--- config.mk ---
export PLATFORM = sky130hd
export DESIGN_NAME = csr_field_reg
export DESIGN_NICKNAME = d
export VERILOG_FILES = /design/src/rtl/csr_fld_pkg.sv /design/src/rtl/csr_fld_store.sv /design/src/rtl/csr_fld_slot.sv /design/src/rtl/csr_rd_capture.sv /design/src/rtl/csr_field_reg.sv
export SDC_FILE = /design/constraint.sdc
export NUM_CORES = 1
export LEC_CHECK = 0
export ABC_AREA = 1
export BUFFER_PORTS_ARGS = -buffer_cell sky130_fd_sc_hd__buf_4
export CORE_AREA = 2 2 70 72
export CTS_CLUSTER_SIZE = 40
export DETAILED_ROUTE_END_ITERATION = 12
export DIE_AREA = 0 0 72 74
export PLACE_DENSITY = 0.83
export SYNTH_ARGS = -nofsm -noshare
export SYNTH_HDL_FRONTEND = slang
export SYNTH_SLANG_ARGS = --single-unit
--- constraint.sdc ---
create_clock -name clk -period 1.3 [get_ports clk]
set_input_delay 0.13 -clock clk [delete_from_list [all_inputs] [get_ports clk]]
set_output_delay 0.13 -clock clk [all_outputs]
set_load 0.02 [all_outputs]
--- src/rtl/csr_fld_pkg.sv ---
// Shared types and elaboration-time rules for the per-field register.
// Assumes: field kinds and group modes are fixed by parameters.
package csr_fld_pkg;

    typedef enum logic [2:0] {
        FK_RO  = 3'd0,
        FK_WO  = 3'd1,
        FK_RW  = 3'd2,
        FK_W1C = 3'd3,
        FK_W1S = 3'd4
    } fld_kind_e;

    typedef enum logic [1:0] {
        GRP_ANY = 2'd0,
        GRP_RO  = 2'd1,
        GRP_WO  = 2'd2
    } grp_mode_e;

    // Field owns flip-flops
    function automatic bit kind_stored(fld_kind_e k);
        return (k == FK_RW) || (k == FK_W1C) || (k == FK_W1S);
    endfunction

    // Field returns something on a bus read
    function automatic bit kind_readable(fld_kind_e k);
        return k != FK_WO;
    endfunction

    // Field accepts bus writes
    function automatic bit kind_writable(fld_kind_e k);
        return k != FK_RO;
    endfunction

    // group legality for a register with the given access mix
    function automatic bit grp_allows(grp_mode_e g, bit has_rd, bit has_wr);
        case (g)
            GRP_RO:  return !has_wr;
            GRP_WO:  return !has_rd;
            default: return 1'b1;
        endcase
    endfunction

endpackage

--- src/rtl/csr_fld_store.sv ---
// Storage element for one read-write style field.
// Assumes: KIND is FK_RW, FK_W1C or FK_W1S; set is used by FK_W1C only.
module csr_fld_store
    import csr_fld_pkg::*;
#(
    parameter int unsigned W    = 4,
    parameter fld_kind_e   KIND = FK_RW,
    parameter logic [W-1:0] RST = '0
) (
    input  logic         clk,
    input  logic         rst_n,
    input  logic         wr_stb,
    input  logic [W-1:0] wr_data,
    input  logic [W-1:0] set,
    output logic [W-1:0] data
);

    logic [W-1:0] nxt;

    // Next-state rule picked by field kind
    if (KIND == FK_W1C) begin : g_w1c
        always_comb nxt = (wr_stb ? (data & ~wr_data) : data) | set;
    end else if (KIND == FK_W1S) begin : g_w1s
        always_comb nxt = wr_stb ? (data | wr_data) : data;
    end else begin : g_rw
        always_comb nxt = wr_stb ? wr_data : data;
    end

    // Stored value register with synchronous reset
    always_ff @(posedge clk) begin
        if (!rst_n) data <= RST;
        else        data <= nxt;
    end

    if (KIND == FK_RW) begin : g_rw_chk
        AST_RW_NEXT_VALUE: assert property (@(posedge clk) disable iff (!rst_n)
            wr_stb |=> data == $past(wr_data));
        AST_RW_HOLD: assert property (@(posedge clk) disable iff (!rst_n)
            !wr_stb |=> $stable(data));
    end
    if (KIND == FK_W1C) begin : g_w1c_chk
        AST_W1C_CLEAR: assert property (@(posedge clk) disable iff (!rst_n)
            (wr_stb && set == '0) |=> (data & $past(wr_data)) == '0);
        AST_W1C_SET_WINS: assert property (@(posedge clk) disable iff (!rst_n)
            (set != '0) |=> (data & $past(set)) == $past(set));
    end
    if (KIND == FK_W1S) begin : g_w1s_chk
        AST_W1S_NO_CLEAR: assert property (@(posedge clk) disable iff (!rst_n)
            wr_stb |=> (data & $past(data)) == $past(data));
    end

endmodule

--- src/rtl/csr_fld_slot.sv ---
// One field of the register: storage or pass-through, plus its strobes.
// Assumes: all inputs are already sliced to this field's bits.
module csr_fld_slot
    import csr_fld_pkg::*;
#(
    parameter int unsigned W    = 4,
    parameter fld_kind_e   KIND = FK_RW,
    parameter logic [W-1:0] RST = '0
) (
    input  logic         clk,
    input  logic         rst_n,
    input  logic         bus_rd_stb,
    input  logic         bus_wr_stb,
    input  logic [W-1:0] bus_wr_data,
    input  logic [W-1:0] periph_rd,
    input  logic [W-1:0] periph_set,
    output logic [W-1:0] rd_val,
    output logic [W-1:0] data,
    output logic [W-1:0] w_data,
    output logic         w_stb,
    output logic         r_stb
);

    localparam bit STORED   = kind_stored(KIND);
    localparam bit READABLE = kind_readable(KIND);
    localparam bit WRITABLE = kind_writable(KIND);

    if (STORED) begin : g_stored
        logic [W-1:0] q;
        csr_fld_store #(.W(W), .KIND(KIND), .RST(RST)) u_store (
            .clk     (clk),
            .rst_n   (rst_n),
            .wr_stb  (bus_wr_stb),
            .wr_data (bus_wr_data),
            .set     (periph_set),
            .data    (q)
        );
        // Stored value feeds both peripheral and bus read path
        assign data   = q;
        assign rd_val = q;
    end else begin : g_wire
        // No storage: read path comes straight from the peripheral
        assign data   = '0;
        assign rd_val = READABLE ? periph_rd : '0;
    end

    // Write data and strobes gated by the field's access kind
    assign w_data = WRITABLE ? bus_wr_data : '0;
    assign w_stb  = WRITABLE & bus_wr_stb;
    assign r_stb  = READABLE & bus_rd_stb;

endmodule

--- src/rtl/csr_rd_capture.sv ---
// Registered bus read data, loaded on the read strobe.
// Assumes: rd_val is the combinational assembly of all fields.
module csr_rd_capture #(
    parameter int unsigned W = 28
) (
    input  logic         clk,
    input  logic         rst_n,
    input  logic         rd_stb,
    input  logic [W-1:0] rd_val,
    output logic [W-1:0] rd_data
);

    // Capture on strobe, hold otherwise
    always_ff @(posedge clk) begin
        if (!rst_n)      rd_data <= '0;
        else if (rd_stb) rd_data <= rd_val;
    end

    AST_RD_HOLD: assert property (@(posedge clk) disable iff (!rst_n)
        !rd_stb |=> $stable(rd_data));

endmodule

--- src/rtl/csr_field_reg.sv ---
// Per-field control/status register: fields packed from bit 0 upward,
// each with its own storage choice; registered bus read data.
// Assumes: REG_W equals the sum of FIELD_W; field kinds obey GROUP.
module csr_field_reg
    import csr_fld_pkg::*;
#(
    parameter int unsigned NUM_FIELDS            = 5,
    parameter int unsigned FIELD_W [NUM_FIELDS]  = '{4, 4, 8, 8, 4},
    parameter fld_kind_e   FIELD_KIND [NUM_FIELDS] = '{FK_RW, FK_W1C, FK_RO, FK_WO, FK_W1S},
    parameter int unsigned REG_W                 = 28,
    parameter logic [REG_W-1:0] RST_VAL          = 28'h20000A5,
    parameter grp_mode_e   GROUP                 = GRP_ANY
) (
    input  logic                  clk,
    input  logic                  rst_n,
    input  logic                  bus_rd_stb,
    input  logic                  bus_wr_stb,
    input  logic [REG_W-1:0]      bus_wr_data,
    output logic [REG_W-1:0]      bus_rd_data,
    input  logic [REG_W-1:0]      fld_rd_in,
    input  logic [REG_W-1:0]      fld_set,
    output logic [REG_W-1:0]      fld_data,
    output logic [REG_W-1:0]      fld_w_data,
    output logic [NUM_FIELDS-1:0] fld_w_stb,
    output logic [NUM_FIELDS-1:0] fld_r_stb
);

    // Bit offset of field idx: sum of the widths declared before it
    function automatic int unsigned fld_lsb(int unsigned idx);
        int unsigned s = 0;
        for (int unsigned j = 0; j < idx; j++) s += FIELD_W[j];
        return s;
    endfunction

    // Any field of the register is readable
    function automatic bit any_readable();
        bit r = 1'b0;
        for (int unsigned j = 0; j < NUM_FIELDS; j++) r |= kind_readable(FIELD_KIND[j]);
        return r;
    endfunction

    // Any field of the register is writable
    function automatic bit any_writable();
        bit r = 1'b0;
        for (int unsigned j = 0; j < NUM_FIELDS; j++) r |= kind_writable(FIELD_KIND[j]);
        return r;
    endfunction

    localparam int unsigned PACKED_W = fld_lsb(NUM_FIELDS);
    localparam bit          GRP_OK   = grp_allows(GROUP, any_readable(), any_writable());

    if (PACKED_W != REG_W) begin : g_bad_width
        $error("csr_field_reg: REG_W differs from the sum of field widths");
    end
    if (!GRP_OK) begin : g_bad_group
        $error("csr_field_reg: field access kinds conflict with the group mode");
    end

    logic [REG_W-1:0] rd_val;

    for (genvar i = 0; i < NUM_FIELDS; i++) begin : g_fld
        localparam int unsigned LSB = fld_lsb(i);
        localparam int unsigned W   = FIELD_W[i];
        csr_fld_slot #(
            .W    (W),
            .KIND (FIELD_KIND[i]),
            .RST  (RST_VAL[LSB +: W])
        ) u_slot (
            .clk         (clk),
            .rst_n       (rst_n),
            .bus_rd_stb  (bus_rd_stb),
            .bus_wr_stb  (bus_wr_stb),
            .bus_wr_data (bus_wr_data[LSB +: W]),
            .periph_rd   (fld_rd_in[LSB +: W]),
            .periph_set  (fld_set[LSB +: W]),
            .rd_val      (rd_val[LSB +: W]),
            .data        (fld_data[LSB +: W]),
            .w_data      (fld_w_data[LSB +: W]),
            .w_stb       (fld_w_stb[i]),
            .r_stb       (fld_r_stb[i])
        );
    end

    csr_rd_capture #(.W(REG_W)) u_rd (
        .clk     (clk),
        .rst_n   (rst_n),
        .rd_stb  (bus_rd_stb),
        .rd_val  (rd_val),
        .rd_data (bus_rd_data)
    );

    AST_STB_FOLLOW_BUS: assert property (@(posedge clk) disable iff (!rst_n)
        !bus_wr_stb |-> fld_w_stb == '0);

endmodule

---- Word level (Yosys, flattened, before mapping) ----
Cells that the tools add are included.
storage, ports and cells
  flip-flop bits (word level) ............. 32
  input bits .............................. 88
  output and inout port bits .............. 94
cells by class
  bitwise operators ....................... 4
  muxes and demuxes ....................... 1
operators with widths
  operator       number
  $or A4 B4 Y4   2
  $and A4 B4 Y4  1
  $mux W4        1
  $not A4 Y4     1

---- Depth between registers and ports, before layout ----
Gate-level depths: netlist of run 1.
  depth after elaboration ................. 4
  depth in mapped cells ................... 4
  gate-level depth less buffers ........... 3

---- Cells and area by module ----
Synthesis of run 1 repeated with hierarchy kept, for this count alone.
unflattened totals
  cell total of the unflattened synthesis .. 318
  area, all modules ....................... 2210.9 um^2
modules (own cells, without submodules)
  module                                             cells each  instances  area an instance (um^2)
  csr_rd_capture                                     177         1          1167.4
  csr_fld_slot at g_fld[2].u_slot ...                27          2          198.9
  csr_fld_slot at g_fld[0].u_slot ...                10          3          75.1
  csr_fld_store at g_fld[0].u_slot.g_stored.u_store  21          1          146.4
  csr_fld_store at g_fld[1].u_slot.g_stored.u_store  19          1          141.4
  csr_fld_store at g_fld[4].u_slot.g_stored.u_store  17          1          132.6

---- Worst setup path before layout of run 1 ----
No wires, ideal clock.
  path kind ............................... register -> register
  start ................................... register g_fld[1].u_slot.g_stored.u_store.data[0]
  end ..................................... register g_fld[1].u_slot.g_stored.u_store.data[0]
  library setup time ...................... 0.070 ns
  arrival ................................. 0.609 ns
  setup slack ............................. 0.621 ns
  period minus slack after synthesis ...... 0.679 ns
  buffers on the path ..................... 0
  cell stages (with the launch flop) ...... 3
  path through ............................ dfxtp_1 -> nand2_1 -> a21oi_1
between the ends
  cells in the longest elaborated chain, start to end .. 3
ends and longest elaborated chain
  what                    RTL line             RTL
  start, declared         csr_fld_store.sv:15  output logic [W-1:0] data
  start signal, assigned  csr_fld_store.sv:32  else data <= nxt;
  $and A4 B4 Y4           csr_fld_store.sv:22  always_comb nxt = (wr_stb ? (data & ~wr_data) : data) | set;
  $mux W4 *               csr_fld_store.sv:22
  $or A4 B4 Y4 *          csr_fld_store.sv:22
Mark *: on every way between the ends. The rest lies on a longest branch, timed or not.
A chain may end at the register's enable or synchronous reset.

---- Worst setup path after layout of run 1 ----
  start ................................... register g_fld[4].u_slot.g_stored.u_store.data[0]
  end ..................................... output port fld_data[24]
RTL lines
  what                    RTL line             RTL
  start, declared         csr_fld_store.sv:15
  start signal, assigned  csr_fld_store.sv:32
  end, declared           csr_field_reg.sv:22  output logic [REG_W-1:0] fld_data,
No word-level cell between the ends.

==> results of run 1 <==
## routing by layer
layer / wire, um / GRT usage, % / vias to the layer above
met2: 1690 / 22.2 / 78
met3: 392 / 5.56 / 6
met4: 31 / 5.03 / 0
met5: 0 / 0 / -
met1: 1390 / 15.1 / 568
li1: - / - / 627
## cells by family (layout without fill, tap and decap cells)
group	count (synthesis)	in the layout	share of synthesized area, %
other cells	1	34	0.235
compound gates	30	30	9.86
flops	32	32	40.1
simple gates	62	62	15.0
buf+inv	75	93	34.8
## how the worst max path moves through the flow
stage	to	depth (start not counted)	start	slack (ns)
after floorplan	g_fld[1].u_slot.g_stored.u_store.data[0]	2	g_fld[1].u_slot.g_stored.u_store.data[0]	0.62
after global placement	u_rd.rd_data[1]	5	bus_rd_stb	0.35
after detailed placement	u_rd.rd_data[1]	5	bus_rd_stb	0.33
after CTS	fld_data[5]	1	g_fld[1].u_slot.g_stored.u_store.data[1]	0.35
after global routing	fld_data[5]	1	g_fld[1].u_slot.g_stored.u_store.data[1]	0.30
final	fld_data[24]	1	g_fld[4].u_slot.g_stored.u_store.data[0]	0.36
## through the flow
stage | hold slack [ns] | worst slack, ns | total power, mW
global placement | 0.260 | 0.347 | 1.66
detailed placement | 0.260 | 0.332 | 1.67
finish | 0.0281 | 0.363 | 2.45
floorplan | 0.211 | 0.621 | 1.59
CTS | 0.0186 | 0.346 | 2.49
global route | 0.0263 | 0.303 | 2.58
## state kept, by name, indices dropped and copies added (netlist names)
| register | count |
|---|---|
| g_fld.u_slot.g_stored.u_store.data | 12 |
| u_rd.rd_data | 20 |
## cells in the final DEF, fill, tap and decap left out
cell      count
buf_4        81
nor2_1       47
conb_1       34
dfxtp_1      32
o21ai_0      17
nand2_1      11
clkbuf_8      7
a21oi_1       6
inv_1         5
o21ai_1       5
nand2_2       2
a21oi_2       2
nand3_1       2
## where the power goes
| part | switching, mW | total (mW) | internal (mW) |
|---|---|---|---|
| logic | 0.347 | 0.558 | 0.210 |
| clock network | 0.340 | 0.811 | 0.471 |
| registers | 0.0386 | 1.08 | 1.05 |
## cell type report
class	count	area, um2	area share, %
multi-input combinational	126	526	26.9
sequential	32	641	32.7
inverter	5	18.8	0.959
tap	54	67.6	3.45
clock buffer	7	96.3	4.92
timing repair buffer	81	608	31.1
==> impl_results.md, run 1 <==
* Cell with the most instances after synthesis: buf_4
* Die Span X at 72 um
* Wire length of the first global-routing pass at 5380 um
* Number of endpoints failing setup at the final stage at 0
* Floorplan row count at 25
* Cells along the critical path: buf_4
* Maximum net fanout on the critical path at 3
* I/O pin count at 182
* Final Net Count at 339
* Port bufs at 79
* Overflow after GRT at 0
* Share of the synthesized area in the top cell type at 40.1%
* Kind of launch point of the worst setup path: flop
* Clock H-tree levels at 2
* Chip Height at 74 um
* Core region area at 4600 um2
* Source-to-sink clock delay at the later pin of the worst-skew pair at 0.27 ns
* Post-detailed-route DRC marker count at 0
* Final period demand of the worst path at 0.937 ns
* Worst R2R End: u_rd.rd_data[27]
* CTS tree: yes
* Clock tree root driver cell: clkbuf_8
* Number of storage elements in the synthesis netlist at 32
* Maximum operating frequency at 1070 MHz
* Post-CTS clock slew at the launch and capture registers of the worst setup and hold paths at 0.06 ns
* Area enclosed by the die boundary at 5330 um2
* Maximum buffer depth of the clock tree at 2
* Via count at 1279
* Crit path capture type: output pin
* Family with the most delay on the worst path: flip-flops
* Final weighted congestion of routability-driven global placement at 0.725
* Placed cell areas at 1860 um2
* Count of yosys warnings during synthesis at 0
* Critical path buffer and inverter count at 1
* Standby leakage power at 1.02 nW
* Cell type with the highest aggregate area in the netlist: dfxtp_1
* Worst clock skew at 0.00178 ns
* R2R Setup Slk at 0.66 ns
* Max-slew violation count at 0
* Final period util at 72.0%
* Routed length per instance at 11.5 um
* Number of fill cells at 470
* Drt first pass iters at 4
* Top area cells in the synthesized netlist: dfxtp_1, buf_4, nor2_1
* Count of clock tree sinks at 32
* Seq/Total Area, Yosys at 40.1%
* Final Hold Fails at 0
* Initial DRC Count at 30
* Fraction of layout cells with a size suffix above 1 at 36.7%
* Cell Pwr Density at 1250 nW/um2
* Area growth from synthesis to layout at 22.4%
* Antenna violation net count after detailed routing at 0
* Sum of negative setup slack at 0 ns
* Crit path kind: flop to output pin
* Fin util at 42.6%
* Num CTS Buffers at 5
* Final instance area at 1960 um2
* Maxcap violations at 0
* Number of standard cells after synthesis at 200
* Cells on worst reg2reg path at 2
* Slowest-stage cell, CP: dfxtp_1
* Hold buffer count at CTS at 0
* Stage delay of the slowest cell on the critical path at 0.37 ns
* Diodes inserted at 0
* CTS resizes at 0
* Number of flops mapped to enable cells by yosys at 0
* Commonest register cell after synthesis: dfxtp_1
* Area of the mapped netlist at 1600 um2
* Sum of net half-perimeters after detailed placement at 2600 um
* Initial cell density of the core at 34.8%
* Number of setup buffers added after CTS at 0
* Launch point of the worst hold path: fld_set[7]
* Library cells used by synthesis at 16
* Number of global-route vias before repair at 1118
* Setup repair after global routing missed its margin: no
* Maximum vdd drop at 0.634 mV
* Reg-to-reg critical path startpoint: u_rd.rd_data[27]
* Post-layout instance count excluding filler cells at 305
* Avg Cell Area, Syn at 8.00 um2
* Largest net degree at the start of global routing at 29
* Path class of the lowest-slack min-delay path: primary input to flop
* Commonest cells post-synth: buf_4, nor2_1, dfxtp_1
* Total global-route track usage at 13.2%
* Per-cell via count in the routed design at 4.19
* Number of antenna violations at the first check in global routing at 0
* Outcome: completed
* Final Routed Wirelength at 3510 um
* Total placed cells including tap cells at 298
* Fraction of registers with async set or reset after synthesis at 0%
* Signal arrival time at the worst endpoint at 0.81 ns
* Required time of the critical path at 1.17 ns
* Number of cells on the worst hold path at 3
* Hold Path Sink: g_fld[1].u_slot.g_stored.u_store.data[3]
Note: power is estimated with default switching activity, not from simulation.
==> run 2: changes to the inputs <==
CORE_AREA = 2 2 72 74   (was 2 2 70 72)
DIE_AREA = 0 0 74 76   (was 0 0 72 74)
PLACE_DENSITY = 0.79   (was 0.83)
clock period = 0.9 ns   (was 1.3 ns; I/O delays follow)
==> impl_results.md, run 2 (same netlist as run 1, synthesis figures left out) <==
* Fraction of power consumed by combinational cells at 23.3% (was 22.7%)
* Core region area at 4910 um2 (was 4600 um2)
* Most common cell after layout, fill and taps aside: buf_4 (unchanged)
* Number of antenna violations at the first check in global routing at 0 (unchanged)
* Worst hold slack across all endpoints at 0.00264 ns (was 0.0281 ns)
* Post-Place Worst Slack at 0.0720 ns (was 0.332 ns)
* Total global-route track usage at 11.9% (was 13.2%)
* Outcome: completed (unchanged)
* CTS tree: yes (unchanged)
* Wire length of the first global-routing pass at 5100 um (was 5380 um)
* Count of clock tree sinks at 32 (unchanged)
* Path class of the lowest-slack min-delay path: primary input to flop (unchanged)
* Internal at 2.46 mW (was 1.73 mW)
* Slowest-stage cell, CP: dfxtp_2 (was dfxtp_1)
* Switching Power at 1.04 mW (was 726 uW)
* Post-detailed-route DRC marker count at 0 (unchanged)
* Largest net degree at the start of global routing at 29 (unchanged)
* Port bufs at 79 (unchanged)
* Maximum operating frequency at 1170 MHz
* Die Span X at 74 um (was 72 um)
* Fraction of layout cells with a size suffix above 1 at 42.2% (was 36.7%)
* I/O pin count at 182 (unchanged)
* Number of endpoints failing setup at the final stage at 0 (unchanged)
* Sum of internal, switching and leakage power at 3.50 mW (was 2.45 mW)
* Post-layout instance count excluding filler cells at 326 (was 305)
* Number of cells on the worst hold path at 3 (unchanged)
* Num CTS Buffers at 5 (unchanged)
* Crit path kind: flop to output pin (unchanged)
* Cells on worst reg2reg path at 3 (was 2)
* Final period util at 95.1%
* Routed length per instance at 10.3 um (was 11.5 um)
* Fin util at 41.3% (was 42.6%)
* Final worst setup slack at 0.0440 ns (was 0.363 ns)
* Maximum vdd drop at 1.07 mV (was 0.634 mV)
* Standby leakage power at 1.03 nW (was 1.02 nW)
* Largest registers ranked by flip-flop count: u_rd.rd_data x20, g_fld.u_slot.g_stored.u_store.data x12 (unchanged)
* Area enclosed by the die boundary at 5620 um2 (was 5330 um2)
* Crit path capture type: output pin (unchanged)
* Antenna violation net count after detailed routing at 0 (unchanged)
* Leading cell types in the layout, fill and taps excluded: buf_4, nor2_1, conb_1, dfxtp_1, o21ai_0 (unchanged)
* Clock tree root driver cell: clkbuf_8 (unchanged)
* Final period demand of the worst path at 0.856 ns
* Initial cell density of the core at 32.6% (was 34.8%)
* Final weighted congestion of routability-driven global placement at 0.666 (was 0.725)
* R2R Setup Slk at 0.13 ns (was 0.66 ns)
* Per-cell via count in the routed design at 3.90 (was 4.19)
* Signal arrival time at the worst endpoint at 0.77 ns (was 0.81 ns)
* Stage delay of the slowest cell on the critical path at 0.35 ns (was 0.37 ns)
* Placed cell areas at 1900 um2 (was 1860 um2)
* Critical path buffer and inverter count at 1 (unchanged)
* Total placed cells including tap cells at 316 (was 298)
* Part of the total power dissipated in the clock network at 31.7% (was 33.1%)
* Required time of the critical path at 0.81 ns (was 1.17 ns)
* Family with the most delay on the worst path: flip-flops (unchanged)
* Chip Height at 76 um (was 74 um)
* Setup repair after global routing missed its margin: no (unchanged)
* Diodes inserted at 0 (unchanged)
* Post-CTS clock slew at the launch and capture registers of the worst setup and hold paths at 0.06 ns (about the same)
* Kind of launch point of the worst setup path: flop (unchanged)
* Maxcap violations at 0 (unchanged)
* Reg-to-reg critical path startpoint: g_fld[1].u_slot.g_stored.u_store.data[1] (was u_rd.rd_data[27])
* Cells along the critical path: buf_4 (unchanged)
* Hold Path Sink: g_fld[1].u_slot.g_stored.u_store.data[1] (was g_fld[1].u_slot.g_stored.u_store.data[3])
* Switching power as a share of total power at 29.8% (was 29.6%)
* Worst setup path startpoint: g_fld[4].u_slot.g_stored.u_store.data[0] (unchanged)
* Sum of net half-perimeters after detailed placement at 2540 um (was 2600 um)
* Biggest register: u_rd.rd_data (unchanged)
* Sum of negative setup slack at 0 ns (unchanged)
* Final Hold Fails at 0 (unchanged)
* Floorplan row count at 26 (was 25)
* Cell Pwr Density at 1730 nW/um2 (was 1250 nW/um2)
* Worst R2R End: g_fld[1].u_slot.g_stored.u_store.data[1] (was u_rd.rd_data[27])
* Final Net Count at 343 (was 339)
* Overflow after GRT at 0 (unchanged)
* Max-slew violation count at 0 (unchanged)
* Drt first pass iters at 4 (unchanged)
* Worst clock skew at 0.00423 ns (was 0.00178 ns)
* Flop pwr share at 45.0% (was 44.2%)
* Maximum buffer depth of the clock tree at 2 (unchanged)
* Initial DRC Count at 16 (was 30)
* Via count at 1270 (was 1279)
* Final instance area at 2030 um2 (was 1960 um2)
* Number of fill cells at 510 (was 470)
* Largest register FFs at 20 (unchanged)
* Launch point of the worst hold path: fld_set[5] (was fld_set[7])
* Maximum net fanout on the critical path at 3 (unchanged)
* Final Routed Wirelength at 3370 um (was 3510 um)
* Clock H-tree levels at 2 (unchanged)
* Area growth from synthesis to layout at 26.8% (was 22.4%)
* Number of global-route vias before repair at 1109 (was 1118)
* Source-to-sink clock delay at the later pin of the worst-skew pair at 0.28 ns (was 0.27 ns)
-- run 2: routing by layer --
layer / share of wire, % / track usage, % / wire length, um
met1: 42 / 13.8 / 1400
met2: 46 / 18.9 / 1540
met3: 12 / 6.22 / 400
met4: 0.68 / 3.09 / 23
met5: 0 / 0 / 0
-- run 2: cell type report --
cell class | count | area [um2] | share of cell area [%]
clock buffers | 8 | 90.1 | 4.44
inverters | 5 | 18.8 | 0.926
multi-input cells | 126 | 526 | 25.9
flip-flops and latches | 32 | 661 | 32.6
well taps | 70 | 87.6 | 4.32
repair buffers | 85 | 644 | 31.8
-- run 2: power groups by stage --
| stage | sequential (mW) | combinational (mW) | clock (mW) |
|---|---|---|---|
| after floorplan | 1.71 | 0.586 | 0 |
| after global placement | 1.60 | 0.802 | 0 |
| after detailed placement | 1.60 | 0.815 | 0 |
| after CTS | 1.57 | 0.819 | 1.17 |
| after global routing | 1.58 | 0.884 | 1.24 |
| final | 1.57 | 0.816 | 1.11 |
-- run 2: repair_timing --
| item | in CTS | in global routing |
|---|---|---|
| hold buffers | 1 | 0 |
| endpoints found under the setup margin | 4 | 12 |
| resized for setup | 4 | 12 |
| hold endpoints to repair | 1 | 0 |
| cloned | 0 | 0 |
| setup buffers | 0 | 1 |
-- run 2: worst max path at each step --
stage,slack (ns),depth (start not counted),end
final,0.04,1,fld_data[24]
after CTS,0.001,1,fld_data[7]
after global routing,0.0001,1,fld_data[24]
after global placement,0.11,5,u_rd.rd_data[6]
after detailed placement,0.07,5,u_rd.rd_data[11]
after floorplan,0.22,2,g_fld[1].u_slot.g_stored.u_store.data[0]
